### src/rtl/sema_pkg.sv
package sema_pkg;
  typedef enum logic [1:0] {
    OWN_NONE  = 2'b00,
    OWN_LEFT  = 2'b01,
    OWN_RIGHT = 2'b10
  } own_e;
endpackage

### src/rtl/sema_port_dec.sv
module sema_port_dec #(
  parameter int NUM_FLAGS = 8,
  parameter int ADDR_W    = 10,
  parameter int DATA_W    = 8,
  localparam int IDX_W    = $clog2(NUM_FLAGS)
) (
  input  logic                 clk_i,
  input  logic                 rst_ni,
  input  logic [ADDR_W-1:0]    addr_i,
  input  logic                 sel_ni,
  input  logic                 ce_ni,
  input  logic                 we_i,
  input  logic [DATA_W-1:0]    wdata_i,
  output logic [NUM_FLAGS-1:0] req_set_o,
  output logic [NUM_FLAGS-1:0] req_clr_o,
  output logic                 rd_en_o,
  output logic [IDX_W-1:0]     idx_o,
  output logic                 idle_o
);
  logic access;
  logic unused_bits;

  // semaphore path only when select low and memory enable high
  assign access      = !sel_ni && ce_ni;
  assign idx_o       = addr_i[IDX_W-1:0];
  assign rd_en_o     = access && !we_i;
  assign idle_o      = sel_ni && ce_ni;
  assign unused_bits = ^{addr_i[ADDR_W-1:IDX_W], wdata_i[DATA_W-1:1]};

  for (genvar g = 0; g < NUM_FLAGS; g++) begin : g_strobe
    logic hit;
    assign hit          = access && we_i && (idx_o == IDX_W'(g));
    assign req_set_o[g] = hit && !wdata_i[0];
    assign req_clr_o[g] = hit &&  wdata_i[0];
  end

  p_idle_quiet_r2: assert property (@(posedge clk_i) disable iff (!rst_ni)
    idle_o |-> (req_set_o == '0 && req_clr_o == '0 && !rd_en_o));
  p_ce_blocks_r3: assert property (@(posedge clk_i) disable iff (!rst_ni)
    !ce_ni |-> (req_set_o == '0 && req_clr_o == '0 && !rd_en_o));
  p_one_strobe_r1: assert property (@(posedge clk_i) disable iff (!rst_ni)
    $onehot0(req_set_o | req_clr_o));
endmodule

### src/rtl/sema_flag.sv
module sema_flag
  import sema_pkg::*;
(
  input  logic clk_i,
  input  logic rst_ni,
  input  logic l_set_i,
  input  logic l_clr_i,
  input  logic r_set_i,
  input  logic r_clr_i,
  output logic l_own_o,
  output logic r_own_o
);
  logic l_req_q, r_req_q, l_req_d, r_req_d;
  own_e owner_q, owner_d;

  assign l_req_d = (l_req_q || l_set_i) && !l_clr_i;
  assign r_req_d = (r_req_q || r_set_i) && !r_clr_i;

  // release always passes through free; left wins on a free flag
  always_comb begin
    owner_d = owner_q;
    unique case (owner_q)
      OWN_NONE:  if (l_req_d) owner_d = OWN_LEFT;
                 else if (r_req_d) owner_d = OWN_RIGHT;
      OWN_LEFT:  if (!l_req_d) owner_d = OWN_NONE;
      OWN_RIGHT: if (!r_req_d) owner_d = OWN_NONE;
      default:   owner_d = OWN_NONE;
    endcase
  end

  always_ff @(posedge clk_i or negedge rst_ni) begin
    if (!rst_ni) begin
      l_req_q <= 1'b0;
      r_req_q <= 1'b0;
      owner_q <= OWN_NONE;
    end else begin
      l_req_q <= l_req_d;
      r_req_q <= r_req_d;
      owner_q <= owner_d;
    end
  end

  assign l_own_o = (owner_q == OWN_LEFT);
  assign r_own_o = (owner_q == OWN_RIGHT);

  p_left_backed_r12: assert property (@(posedge clk_i) disable iff (!rst_ni)
    (owner_q == OWN_LEFT) |-> l_req_q);
  p_right_backed_r12: assert property (@(posedge clk_i) disable iff (!rst_ni)
    (owner_q == OWN_RIGHT) |-> r_req_q);
  p_left_keeps_r12: assert property (@(posedge clk_i) disable iff (!rst_ni)
    (owner_q == OWN_LEFT && !l_clr_i) |=> (owner_q == OWN_LEFT));
  p_right_keeps_r12: assert property (@(posedge clk_i) disable iff (!rst_ni)
    (owner_q == OWN_RIGHT && !r_clr_i) |=> (owner_q == OWN_RIGHT));
  p_tie_left_r9: assert property (@(posedge clk_i) disable iff (!rst_ni)
    (owner_q == OWN_NONE && l_set_i && r_set_i) |=> (owner_q == OWN_LEFT));
  p_release_r6: assert property (@(posedge clk_i) disable iff (!rst_ni)
    (owner_q == OWN_LEFT && l_clr_i) |=> (owner_q == OWN_NONE));
  p_pending_grant_r7: assert property (@(posedge clk_i) disable iff (!rst_ni)
    (owner_q == OWN_NONE && r_req_q && !r_clr_i && !l_req_q && !l_set_i)
      |=> (owner_q == OWN_RIGHT));
endmodule

### src/rtl/sema_rd_mux.sv
module sema_rd_mux #(
  parameter int NUM_FLAGS = 8,
  parameter int DATA_W    = 8,
  localparam int IDX_W    = $clog2(NUM_FLAGS)
) (
  input  logic                 clk_i,
  input  logic                 rst_ni,
  input  logic [NUM_FLAGS-1:0] own_i,
  input  logic                 rd_en_i,
  input  logic [IDX_W-1:0]     idx_i,
  output logic [DATA_W-1:0]    rdata_o
);
  // bit 0 low means "you hold it"; all other bits idle high
  always_comb begin
    rdata_o = '1;
    if (rd_en_i) rdata_o[0] = !own_i[idx_i];
  end

  p_upper_ones_r4: assert property (@(posedge clk_i) disable iff (!rst_ni)
    &rdata_o[DATA_W-1:1]);
  p_no_read_ones_r2: assert property (@(posedge clk_i) disable iff (!rst_ni)
    !rd_en_i |-> (&rdata_o));
endmodule

### src/rtl/dp_sema_bank.sv
module dp_sema_bank #(
  parameter int NUM_FLAGS = 8,
  parameter int ADDR_W    = 10,
  parameter int DATA_W    = 8,
  localparam int IDX_W    = $clog2(NUM_FLAGS)
) (
  input  logic              clk_i,
  input  logic              rst_ni,
  input  logic [ADDR_W-1:0] l_addr_i,
  input  logic              l_sel_ni,
  input  logic              l_ce_ni,
  input  logic              l_we_i,
  input  logic [DATA_W-1:0] l_wdata_i,
  output logic [DATA_W-1:0] l_rdata_o,
  output logic              l_idle_o,
  input  logic [ADDR_W-1:0] r_addr_i,
  input  logic              r_sel_ni,
  input  logic              r_ce_ni,
  input  logic              r_we_i,
  input  logic [DATA_W-1:0] r_wdata_i,
  output logic [DATA_W-1:0] r_rdata_o,
  output logic              r_idle_o
);
  logic [NUM_FLAGS-1:0] l_set, l_clr, r_set, r_clr, l_own, r_own;
  logic                 l_rd, r_rd;
  logic [IDX_W-1:0]     l_idx, r_idx;

  sema_port_dec #(.NUM_FLAGS(NUM_FLAGS), .ADDR_W(ADDR_W), .DATA_W(DATA_W)) u_l_dec (
    .clk_i, .rst_ni,
    .addr_i(l_addr_i), .sel_ni(l_sel_ni), .ce_ni(l_ce_ni), .we_i(l_we_i),
    .wdata_i(l_wdata_i), .req_set_o(l_set), .req_clr_o(l_clr),
    .rd_en_o(l_rd), .idx_o(l_idx), .idle_o(l_idle_o)
  );

  sema_port_dec #(.NUM_FLAGS(NUM_FLAGS), .ADDR_W(ADDR_W), .DATA_W(DATA_W)) u_r_dec (
    .clk_i, .rst_ni,
    .addr_i(r_addr_i), .sel_ni(r_sel_ni), .ce_ni(r_ce_ni), .we_i(r_we_i),
    .wdata_i(r_wdata_i), .req_set_o(r_set), .req_clr_o(r_clr),
    .rd_en_o(r_rd), .idx_o(r_idx), .idle_o(r_idle_o)
  );

  for (genvar g = 0; g < NUM_FLAGS; g++) begin : g_flag
    sema_flag u_flag (
      .clk_i, .rst_ni,
      .l_set_i(l_set[g]), .l_clr_i(l_clr[g]),
      .r_set_i(r_set[g]), .r_clr_i(r_clr[g]),
      .l_own_o(l_own[g]), .r_own_o(r_own[g])
    );
  end

  sema_rd_mux #(.NUM_FLAGS(NUM_FLAGS), .DATA_W(DATA_W)) u_l_rd (
    .clk_i, .rst_ni, .own_i(l_own), .rd_en_i(l_rd), .idx_i(l_idx), .rdata_o(l_rdata_o)
  );

  sema_rd_mux #(.NUM_FLAGS(NUM_FLAGS), .DATA_W(DATA_W)) u_r_rd (
    .clk_i, .rst_ni, .own_i(r_own), .rd_en_i(r_rd), .idx_i(r_idx), .rdata_o(r_rdata_o)
  );

  p_exclusive_r12: assert property (@(posedge clk_i) disable iff (!rst_ni)
    (l_own & r_own) == '0);
endmodule

### config.mk
export PLATFORM = sky130hd
export DESIGN_NAME = dp_sema_bank
export DESIGN_NICKNAME = d
export VERILOG_FILES = /design/src/rtl/sema_pkg.sv /design/src/rtl/sema_port_dec.sv /design/src/rtl/sema_flag.sv /design/src/rtl/sema_rd_mux.sv /design/src/rtl/dp_sema_bank.sv
export SDC_FILE = /design/constraint.sdc
export NUM_CORES = 1
export LEC_CHECK = 0
export BUFFER_PORTS_ARGS = -buffer_cell sky130_fd_sc_hd__buf_2
export CORE_MARGIN = 3
export CORE_UTILIZATION = 54
export DETAILED_ROUTE_END_ITERATION = 12
export PLACE_DENSITY_LB_ADDON = 0.25
export SLEW_MARGIN = 25
export SYNTH_ARGS = -nofsm -noshare
export SYNTH_HDL_FRONTEND = slang
export SYNTH_SLANG_ARGS = --single-unit
### constraint.sdc
create_clock -name clk_i -period 1.8 [get_ports clk_i]
set_input_delay 0.18 -clock clk_i [delete_from_list [all_inputs] [get_ports clk_i]]
set_output_delay 0.18 -clock clk_i [all_outputs]
set_load 0.005 [all_outputs]
==> key figures, run 1 <==
Logic synthesis
  • Async SR Flop Fraction: between 90% and 100%
  • Syn Area/Cell: about 11 um2
  • Post-synth EDFFs: 0
  • Yosys top cell area share: between 40% and 50%
  • Top cells by area, synth: dfrtp_1 43%, buf_4 5.6%, mux2_4 5.6%
  • Ys flop type: dfrtp_1
  • Synth warn: 0
  • FF+latch count, synth: 32
  • Sequential area share after synthesis: roughly 43%
  • Post-Syn Area: approximately 1900 um2
  • Mapped Cells: 172
  • Yosys top cell by area: dfrtp_1
  • Distinct cells, synth: 43

Min path
  • Hold_sp: r_wdata_i[0]
  • WHS Path Cells: 2
  • Worst Hold End: g_flag[7].u_flag.r_req_q
  • Worst Hold Class: primary input to flip-flop

Job
  • Max-cap viol count: 0

Power and ir drop
  • Cell-internal power: about 1.2 mW
  • PwrDens: roughly 880 nW/um2
  • Pwr Total: between 1.5 and 2 mW
  • Clock Power Share: between 20% and 30%
  • Leakage power: 0.948 nW
  • Worst vdd ir: 0.543 mV
  • Sw power: around 0.53 mW
  • Combinational power share: between 20% and 30%
  • Sw Ratio: 30.0%
  • Seq pwr share: approximately 53%

Global routing
  • Number of global-route vias before repair: ~1.3k
  • Total Routing Usage GR: between 10% and 20%
  • Overflow after GRT: 0
  • Largest net degree at the start of global routing: 33
  • Initial antenna violation count: 0
  • First-pass GRT wire length: roughly 6300 um

Clocking
  • CTS tree: done
  • Clk root buf: clkbuf_4
  • Clock sink total: 32
  • CTS Buf Count: 5
  • Worst-case clock buffer depth: 2
  • CTS clk-pin slew, worst paths: about 100 ps
  • Worst skew pair latency: 340 ps
  • H-Tree Depth: 2

Detailed routing
  • Iteration-0 DRC Markers: between 60 and 70
  • Final WL: 3660 um
  • Drt wl/cell: approximately 15 um
  • DRT Pass-1 Iters: 4
  • Antenna-violating nets left: 0
  • DRC Markers: 0
  • Vias per cell: ~5.4
  • Via Count: approximately 1.3k

Floorplan
  • Rows: 20
  • Starting Density: 58.6%
  • Die height: about 65 um
  • Die ar.: ~4200 um2
  • Die width: around 65 um
  • Core area: ~3200 um2
  • I/O pin count: 62

Timing
  • Worst-Margin Slew: 725 ps
  • Fin. Hold Viols: 0
  • Final Cycle Share: 102%
  • Fin Setup TNS: -36.4 ps
  • Post-route setup slack: -36.4 ps
  • Relative slew slack: between 50% and 60%
  • Hold WS: around 76 ps
  • Crit path time final: roughly 1800 ps
  • RSZ-0062 raised after global routing: true
  • Worst Clk Skew: approximately 15 ps
  • Fmax: 0.545 GHz
  • Final Max Tran Viols: 0
  • Setup Viol. Count Final: 1

Setup path
  • Crit end category: output port
  • CP required: 1620 ps
  • Register-to-register path setup slack: around 600 ps
  • Critical Path AT: about 1700 ps
  • CP startpoint kind: flip-flop
  • Critical Path Fanout Max: 2
  • Critical R2R Capture: g_flag[2].u_flag.owner_q[1]
  • Worst r2r src: g_flag[2].u_flag.owner_q[1]
  • Critical path type: flip-flop to output port
  • Register-to-Register Path Depth: 3

Finish
  • Commonest non-fill, non-tap cell in the layout: dfrtp_1
  • Area taken by flip-flops and latches: between 800 and 900 um2
  • Share of cells above drive strength 1: a little under a third
  • Footprint of the multi-input gates: between 900 and 1000 um2
  • Fillcell total: 264
  • Most frequent cells in the layout: 32 x dfrtp_1, 19 x buf_2, 17 x nand2_1, 14 x conb_1, 11 x nor2_1
  • Finished Layout Cells: 242
  • Area grow syn2layout: 8.60%
  • N_diodes: 0
  • Layout Nets: ~240
  • Final instance area: roughly 2000 um2

Placed design
  • Dpl cell area: about 1900 um2
  • Final Wtd Congestion: approximately 0.74
  • Inst Count DP: ~230
  • Port buffer count: 19
  • Hpwl dp: 2630 um

Status
  • Outcome: complete, but fails checks
  • Violated checks: negative setup slack
==> per-layer routing <==
metal | up-vias | global-route usage [%] | share of wire (%)
li1 | 626 | - | -
met2 | 45 | 32.7 | 47
met5 | - | 0 | 0
met1 | 637 | 25.3 | 45
met3 | 4 | 5.72 | 6.6
met4 | 0 | 5.54 | 1.1
==> area by class of cell <==
class / count / share of cell area (%)
multi-input cells: 128 / 47.1
flip-flops and latches: 32 / 39.6
repair buffers: 26 / 7.42
inverters: 5 / 0.928
clock inverters: 1 / 0.247
well taps: 44 / 2.72
clock buffers: 6 / 2.04
==> logic make-up after synthesis <==
family / share of synthesized area, %
compound gates: 7.12
buf+inv: 9.74
flops: 43.0
mux: 9.74
other cells: 0.201
simple gates: 30.2
==> synth_stat cells (2+ instances only) <==
cell,n
dfrtp_1,32
nand2_1,17
buf_4,14
nor2_1,11
mux2_4,7
nand2b_1,7
o21ai_0,6
inv_1,5
nand3_1,5
nand3b_1,5
nor2b_1,5
nor3b_1,5
a211oi_2,4
nand4b_1,4
nor3b_2,4
mux2_1,3
nor4bb_1,3
a21oi_1,2
a31oi_1,2
and2_1,2
buf_12,2
clkbuf_1,2
mux2i_1,2
nand2_2,2
o211ai_1,2
o31ai_1,2
==> registers in the layout (all words and copies together) (netlist names) <==
signal and cells:
g_flag.u_flag.r_req_q 8, g_flag.u_flag.l_req_q 8, g_flag.u_flag.owner_q 16
==> through the flow <==
stage          utilization [%]  setup slack, ps
3_3_place_gp              59.8              333
6_report                  63.7            -36.4
3_5_place_dp              59.8              292
5_1_grt                   63.7             -108
4_1_cts                   62.7            -36.2
2_1_floorplan                -              503
==> how the worst max path moves through the flow <==
stage                                      startpoint                          end  slack (ps)  cells past startpoint
after detailed placement                     r_sel_ni  g_flag[5].u_flag.owner_q[1]         290                      5
after floorplan           g_flag[7].u_flag.owner_q[0]                 r_rdata_o[0]         500                      4
final                     g_flag[6].u_flag.owner_q[0]                 r_rdata_o[0]         -40                      5
after global routing      g_flag[6].u_flag.owner_q[0]                 r_rdata_o[0]        -110                      5
after global placement    g_flag[7].u_flag.owner_q[0]                 r_rdata_o[0]         330                      5
after CTS                 g_flag[4].u_flag.owner_q[0]                 r_rdata_o[0]         -40                      5
==> power by group through the flow <==
stage | sequential, mW | clock [mW] | combinational [mW]
2_1_floorplan | 0.929 | 0 | 0.321
3_3_place_gp | 0.947 | 0 | 0.359
3_5_place_dp | 0.957 | 0 | 0.380
4_1_cts | 0.937 | 0.391 | 0.427
5_1_grt | 0.961 | 0.428 | 0.498
6_report | 0.944 | 0.382 | 0.449
==> worst max-delay path, cell delays in order, from the launching register on <==
cell and delay (ps):
dfrtp_1 400, nand2b_1 150, mux4_2 470, nand2_1 70, o211ai_1 90, buf_2 140
==> repair_timing <==
| item | CTS | global route |
|---|---|---|
| resized for setup | 1 | 2 |
| pin swaps | 1 | 0 |
| endpoints found under the setup margin | 1 | 1 |
| endpoints found under the hold margin | 32 | 0 |
| buffers inserted | 4 | 2 |
| hold buffers | 1 | 0 |
(Power assumes the default switching activity.)
==> inputs of run 2 (changes only) <==
CORE_MARGIN = 4   (was 3)
GPL_ROUTABILITY_DRIVEN = 0   (was unset)
==> key figures, run 2 (synthesis gave the netlist of run 1 again) <==
Floorplan
  • I/O pin count: 62
  • Core area: 3340 um2
  • Starting Density: ~56%
  • Die width: 66.7 um
  • Rows: 21
  • Die height: 66.7 um
  • Die ar.: 4450 um2

Setup path
  • Critical Path AT: approximately 1600 ps
  • Worst r2r src: g_flag[2].u_flag.owner_q[1]
  • Crit path cell chain: nand2b_4 > mux4_2 > nand2_1 > o211ai_1 > buf_2
  • Worst path bufs/invs: 1
  • Register-to-Register Path Depth: 3
  • CP startpoint kind: flip-flop
  • Critical R2R Capture: g_flag[2].u_flag.owner_q[1]
  • Worst path top cell family by delay: multiplexers
  • CP required: 1620 ps
  • CP max stage cell: mux4_2
  • CP peak stage delay: around 470 ps
  • Critical Path Fanout Max: 2
  • Critical path type: flip-flop to output port
  • Register-to-register path setup slack: between 600 and 700 ps
  • Crit end category: output port

Status
  • Outcome: complete, but fails checks
  • Violated checks: negative setup slack

Finish
  • Area grow syn2layout: 9.13%
  • Top flop regs: g_flag.u_flag.owner_q: 16 flops, g_flag.u_flag.l_req_q: 8 flops, g_flag.u_flag.r_req_q: 8 flops
  • Largest register FFs: 16
  • Share of cells above drive strength 1: a little under a third
  • N_diodes: 0
  • Commonest non-fill, non-tap cell in the layout: dfrtp_1
  • Final instance area: 2030 um2
  • Most frequent cells in the layout: 32 x dfrtp_1, 19 x buf_2, 17 x nand2_1, 14 x conb_1, 11 x nor2_1
  • Largest Register: g_flag.u_flag.owner_q
  • Layout Nets: approximately 240

Timing
  • RSZ-0062 raised after global routing: true
  • Fin Setup TNS: -22.6 ps
  • Final Max Tran Viols: 0
  • Relative slew slack: 52.5%
  • Post-route setup slack: -22.6 ps
  • Hold WS: roughly 80 ps
  • Crit path time final: 1820 ps
  • Worst Clk Skew: 7.13 ps
  • Setup Viol. Count Final: 1
  • Fin. Hold Viols: 0
  • Fmax: between 0.5 and 0.6 GHz
  • Worst-Margin Slew: 712 ps
  • Final Cycle Share: 101%

Min path
  • WHS Path Cells: 2
  • Worst Hold End: g_flag[7].u_flag.r_req_q
  • Worst Hold Class: primary input to flip-flop
  • Hold_sp: r_wdata_i[0]

Clocking
  • CTS Buf Count: 5
  • Worst-case clock buffer depth: 2
  • Worst skew pair latency: approximately 330 ps
  • H-Tree Depth: 2
  • CTS tree: done
  • CTS clk-pin slew, worst paths: around 100 ps
  • Clk root buf: clkbuf_4
  • Clock sink total: 32

Detailed routing
  • Drt wl/cell: roughly 14 um
  • Vias per cell: about 5.3
  • DRC Markers: 0
  • Via Count: about 1.3k
  • Antenna-violating nets left: 0
  • Iteration-0 DRC Markers: 93
  • Final WL: around 3400 um
  • DRT Pass-1 Iters: 4

Power and ir drop
  • Worst vdd ir: roughly 0.51 mV
  • Leakage power: 0.952 nW
  • PwrDens: just under 900 nW/um2

Job
  • Max-cap viol count: 0

Placed design
  • Dpl cell area: 1900 um2
  • Hpwl dp: 2480 um
  • Port buffer count: 19

Global routing
  • Initial antenna violation count: 0
  • Total Routing Usage GR: a little under a fifth
  • Overflow after GRT: 0
  • Number of global-route vias before repair: approximately 1.3k
  • Largest net degree at the start of global routing: 33
  • First-pass GRT wire length: 6040 um
==> run 2: cell types whose count changed in the layout (fill, tap and decap cells not counted) <==
cell      previous run  this run
clkbuf_1             1         0
clkbuf_8             0         1
clkinv_2             1         2
nand2b_1             4         5
nand2b_4             3         2
==> run 2: cell type report <==
cell class	count	area (um2)
Fill cell	293	1300
Sequential cell	32	801
Tap cell	46	57.6
Clock inverter	2	10.0
Clock buffer	6	51.3
Timing Repair Buffer	26	150
Inverter	5	18.8
Multi-Input combinational cell	128	945
==> run 2: per-stage QoR <==
stage	util, %	total power [mW]	worst slack (ps)	instances
floorplan	-	1.25	503	185
global placement	57.0	1.31	324	230
detailed placement	57.0	1.33	293	230
CTS	60.0	1.79	-34.4	243
global route	60.9	1.93	-116	245
finish	60.9	1.81	-22.6	245
==> run 2: worst reg2reg max path, cell delays in order (launching register included) <==
cell and delay, ps:
dfrtp_1 400, and2b_2 230, mux2_4 270, a211oi_2 190
==> run 2: metal layers <==
layer	share of wire, %	track usage [%]
met1	45	24.1
met2	45	28.1
met3	8.5	6.41
met4	0.93	4.57
met5	0	0
==> run 2: worst max path at each step <==
stage / start / endpoint / slack (ps) / depth (start not counted)
2_1_floorplan: g_flag[7].u_flag.owner_q[0] / r_rdata_o[0] / 500 / 4
3_3_place_gp: g_flag[7].u_flag.owner_q[0] / r_rdata_o[0] / 320 / 5
3_5_place_dp: g_flag[7].u_flag.owner_q[0] / r_rdata_o[0] / 290 / 5
4_1_cts: g_flag[7].u_flag.owner_q[0] / r_rdata_o[0] / -30 / 5
5_1_grt: g_flag[4].u_flag.owner_q[0] / r_rdata_o[0] / -120 / 5
6_report: g_flag[7].u_flag.owner_q[0] / r_rdata_o[0] / -20 / 5
==> run 2: power by group <==
part / switching (mW) / total, mW / internal [mW]
logic: 0.199 / 0.440 / 0.241
clock network: 0.242 / 0.427 / 0.186
registers: 0.0850 / 0.938 / 0.853
==> run 2: what timing repair did <==
action,in CTS,in global routing
setup endpoints to repair,1,2
setup buffers,4,2
hold endpoints to repair,32,0
gates resized for setup,0,2
pin swaps,1,1
hold buffers,1,0
==> inputs of run 3 (changes only) <==
CORE_ASPECT_RATIO = 1.75   (was unset)
CORE_UTILIZATION = 50   (was 54)
SYNTH_HIERARCHICAL = 1   (was unset)
==> key figures, run 3 <==
Setup path
  • Worst path bufs/invs: 1
  • CP startpoint kind: flip-flop
  • Crit path cell chain: nor2b_4 > mux4_2 > nand2b_4 > o211ai_2 > buf_2
  • CP required: roughly 1600 ps
  • Critical Path AT: approximately 1600 ps
  • CP max stage cell: mux4_2
  • Critical path type: flip-flop to output port
  • Critical Path Fanout Max: 3
  • Critical R2R Capture: g_flag[2].u_flag/owner_q[1]
  • Register-to-register path setup slack: about 800 ps
  • Crit end category: output port
  • CP peak stage delay: 450 ps
  • Worst path top cell family by delay: multiplexers
  • Worst r2r src: g_flag[2].u_flag/l_req_q
  • Register-to-Register Path Depth: 2

Detailed routing
  • Drt wl/cell: 14.5 um
  • Final WL: 3860 um
  • Metal-1 WL: 1460 um
  • Top layer in use: met4
  • Vias per cell: about 5.2
  • Iteration-0 DRC Markers: 32
  • Via Count: between 1k and 1.5k
  • DRC Markers: 0
  • Met3 Routed Length: 164 um
  • Antenna-violating nets left: 0
  • Metal2 WL: approximately 2200 um
  • DRT Pass-1 Iters: 4

Floorplan
  • Die height: about 94 um
  • Core area: a little over 4000 um2
  • I/O pin count: 62
  • Starting Density: between 50% and 60%
  • Die width: ~57 um
  • Rows: 31
  • Die ar.: roughly 5300 um2

Global routing
  • Number of global-route vias before repair: 1487
  • Total Routing Usage GR: ~15%
  • Overflow after GRT: 0
  • Initial antenna violation count: 0
  • First-pass GRT wire length: around 6400 um
  • Largest net degree at the start of global routing: 33

Timing
  • Crit path time final: roughly 1800 ps
  • Fmax: about 0.55 GHz
  • Worst-Margin Slew: around 690 ps
  • Setup Viol. Count Final: 1
  • Final Max Tran Viols: 0
  • Hold WS: ~380 ps
  • Fin. Hold Viols: 0
  • RSZ-0062 raised after global routing: true
  • Post-route setup slack: -13.9 ps
  • Final Cycle Share: 101%
  • Worst Clk Skew: 4.21 ps
  • Relative slew slack: a little over half

Finish
  • Fillcell total: a little under 400
  • Finished Layout Cells: 266
  • Area grow syn2layout: 10.5%
  • Footprint of the multi-input gates: around 1100 um2
  • Share of cells above drive strength 1: roughly 39%
  • Commonest non-fill, non-tap cell in the layout: nor2_1
  • Layout Nets: 260
  • Most frequent cells in the layout: 36 x nor2_1, 32 x dfrtp_1, 19 x buf_2, 14 x conb_1, 12 x nor3_1
  • Finished Core Util: a little under three fifths
  • Top flop regs: g_flag.u_flag/owner_q: 16 flops, g_flag.u_flag/l_req_q: 8 flops, g_flag.u_flag/r_req_q: 8 flops
  • Area taken by flip-flops and latches: approximately 800 um2
  • Largest Register: g_flag.u_flag/owner_q
  • Largest register FFs: 16
  • N_diodes: 0

Logic synthesis
  • Syn Area/Cell: 10.8 um2
  • Most common cell in the netlist: nor2_1
  • Top cells by area, synth: dfrtp_1 38%, a2111oi_4 10%, buf_4 7.1%
  • Sequential area share after synthesis: around two fifths
  • Commonest cells post-synth: 36 x nor2_1, 32 x dfrtp_1, 20 x buf_4, 12 x nor3_1
  • FF+latch count, synth: 32
  • Yosys top cell by area: dfrtp_1
  • Distinct cells, synth: 29
  • Async SR Flop Fraction: 100%
  • Mapped Cells: a little under 200
  • Post-synth EDFFs: 0
  • Post-Syn Area: around 2100 um2
  • Yosys top cell area share: 38.1%
  • Synth warn: 6
  • Ys flop type: dfrtp_1

Power and ir drop
  • Leakage power: around 0.99 nW
  • Pwr Total: between 2 and 2.5 mW
  • Worst vdd ir: ~0.65 mV
  • PwrDens: slightly below 1000 nW/um2

Min path
  • Worst Hold End: g_flag[3].u_flag/r_req_q
  • WHS Path Cells: 4
  • Hold_sp: r_wdata_i[0]
  • Worst Hold Class: primary input to flip-flop

Status
  • Violated checks: negative setup slack
  • Outcome: complete, but fails checks

Placed design
  • Pre-CTS setup slack: around 220 ps
  • Inst Count DP: ~250
  • Hpwl dp: 2870 um
  • Port buffer count: 19

Clocking
  • CTS tree: done
  • CTS Buf Count: 5
  • Clock sink total: 32
  • Worst skew pair latency: roughly 280 ps
  • H-Tree Depth: 2
  • Worst-case clock buffer depth: 2
  • CTS clk-pin slew, worst paths: 70 ps
  • Clk root buf: clkbuf_8

Job
  • Max-cap viol count: 0
run 3: cell types whose count changed after synthesis, sizes merged, moves of 8 or more:
| cell | delta |
|---|---|
| nand2 | -15 |
| o21ba | +8 |
| nor3 | +12 |
| a2111oi | +8 |
| nor2 | +28 |
| mux2 | -8 |
| buf | +11 |
run 3: power breakdown:
group	switching [mW]	internal, mW
Sequential	0.0929	0.866
Clock	0.263	0.411
Combinational	0.309	0.340
Total	0.665	1.62
run 3: timing repair:
item                                    in CTS  in global routing
buffers inserted                             8                  0
hold buffers                                 1                  0
hold endpoints to repair                    32                  0
endpoints found under the setup margin       2                  2
resized for setup                            7                  0
run 3: worst max-delay path by stage:
stage | startpoint | endpoint | slack, ps | depth (start not counted)
3_3_place_gp | g_flag[7].u_flag/owner_q[1] | r_rdata_o[0] | 260 | 6
3_5_place_dp | l_addr_i[1] | g_flag[4].u_flag/owner_q[1] | 220 | 6
2_1_floorplan | g_flag[7].u_flag/owner_q[0] | l_rdata_o[0] | 450 | 4
4_1_cts | g_flag[7].u_flag/owner_q[0] | l_rdata_o[0] | -10 | 5
5_1_grt | g_flag[5].u_flag/owner_q[0] | l_rdata_o[0] | -50 | 5
6_report | g_flag[7].u_flag/owner_q[0] | l_rdata_o[0] | -10 | 5
run 3: worst register-to-register path, cell delays in order, from the launching register on:
cell and delay [ps]:
dfrtp_1 370, o21ba_4 210, a2111oi_4 330
run 3: cells by family after synthesis:
group | Yosys count | synth area share [%]
AND/OR/NAND/NOR | 98 | 27.6
buffers and inverters | 36 | 11.1
flip-flops | 32 | 38.1
AO/OA/AOI/OAI | 20 | 18.7
multiplexers | 6 | 4.17
other | 2 | 0.357
run 3: cell type report:
| class | count | area share, % |
|---|---|---|
| flip-flops and latches | 32 | 34.5 |
| repair buffers | 31 | 8.08 |
| clock inverters | 2 | 1.51 |
| clock buffers | 6 | 3.12 |
| multi-input cells | 138 | 48.9 |
| well taps | 49 | 2.64 |
| inverters | 8 | 1.29 |
run 3: per-layer routing:
| metal | track usage (%) | up-vias |
|---|---|---|
| li1 | - | 670 |
| met1 | 16.9 | 665 |
| met2 | 27.6 | 38 |
| met3 | 2.34 | 7 |
| met4 | 8.51 | 0 |
| met5 | 0 | - |
run 3: through the flow:
stage / instance area [um2] / setup TNS [ps]
CTS: 2320 / -9.67
finish: 2320 / -13.9
global placement: 2120 / 0
floorplan: 2150 / 0
detailed placement: 2120 / 0
global route: 2320 / -101
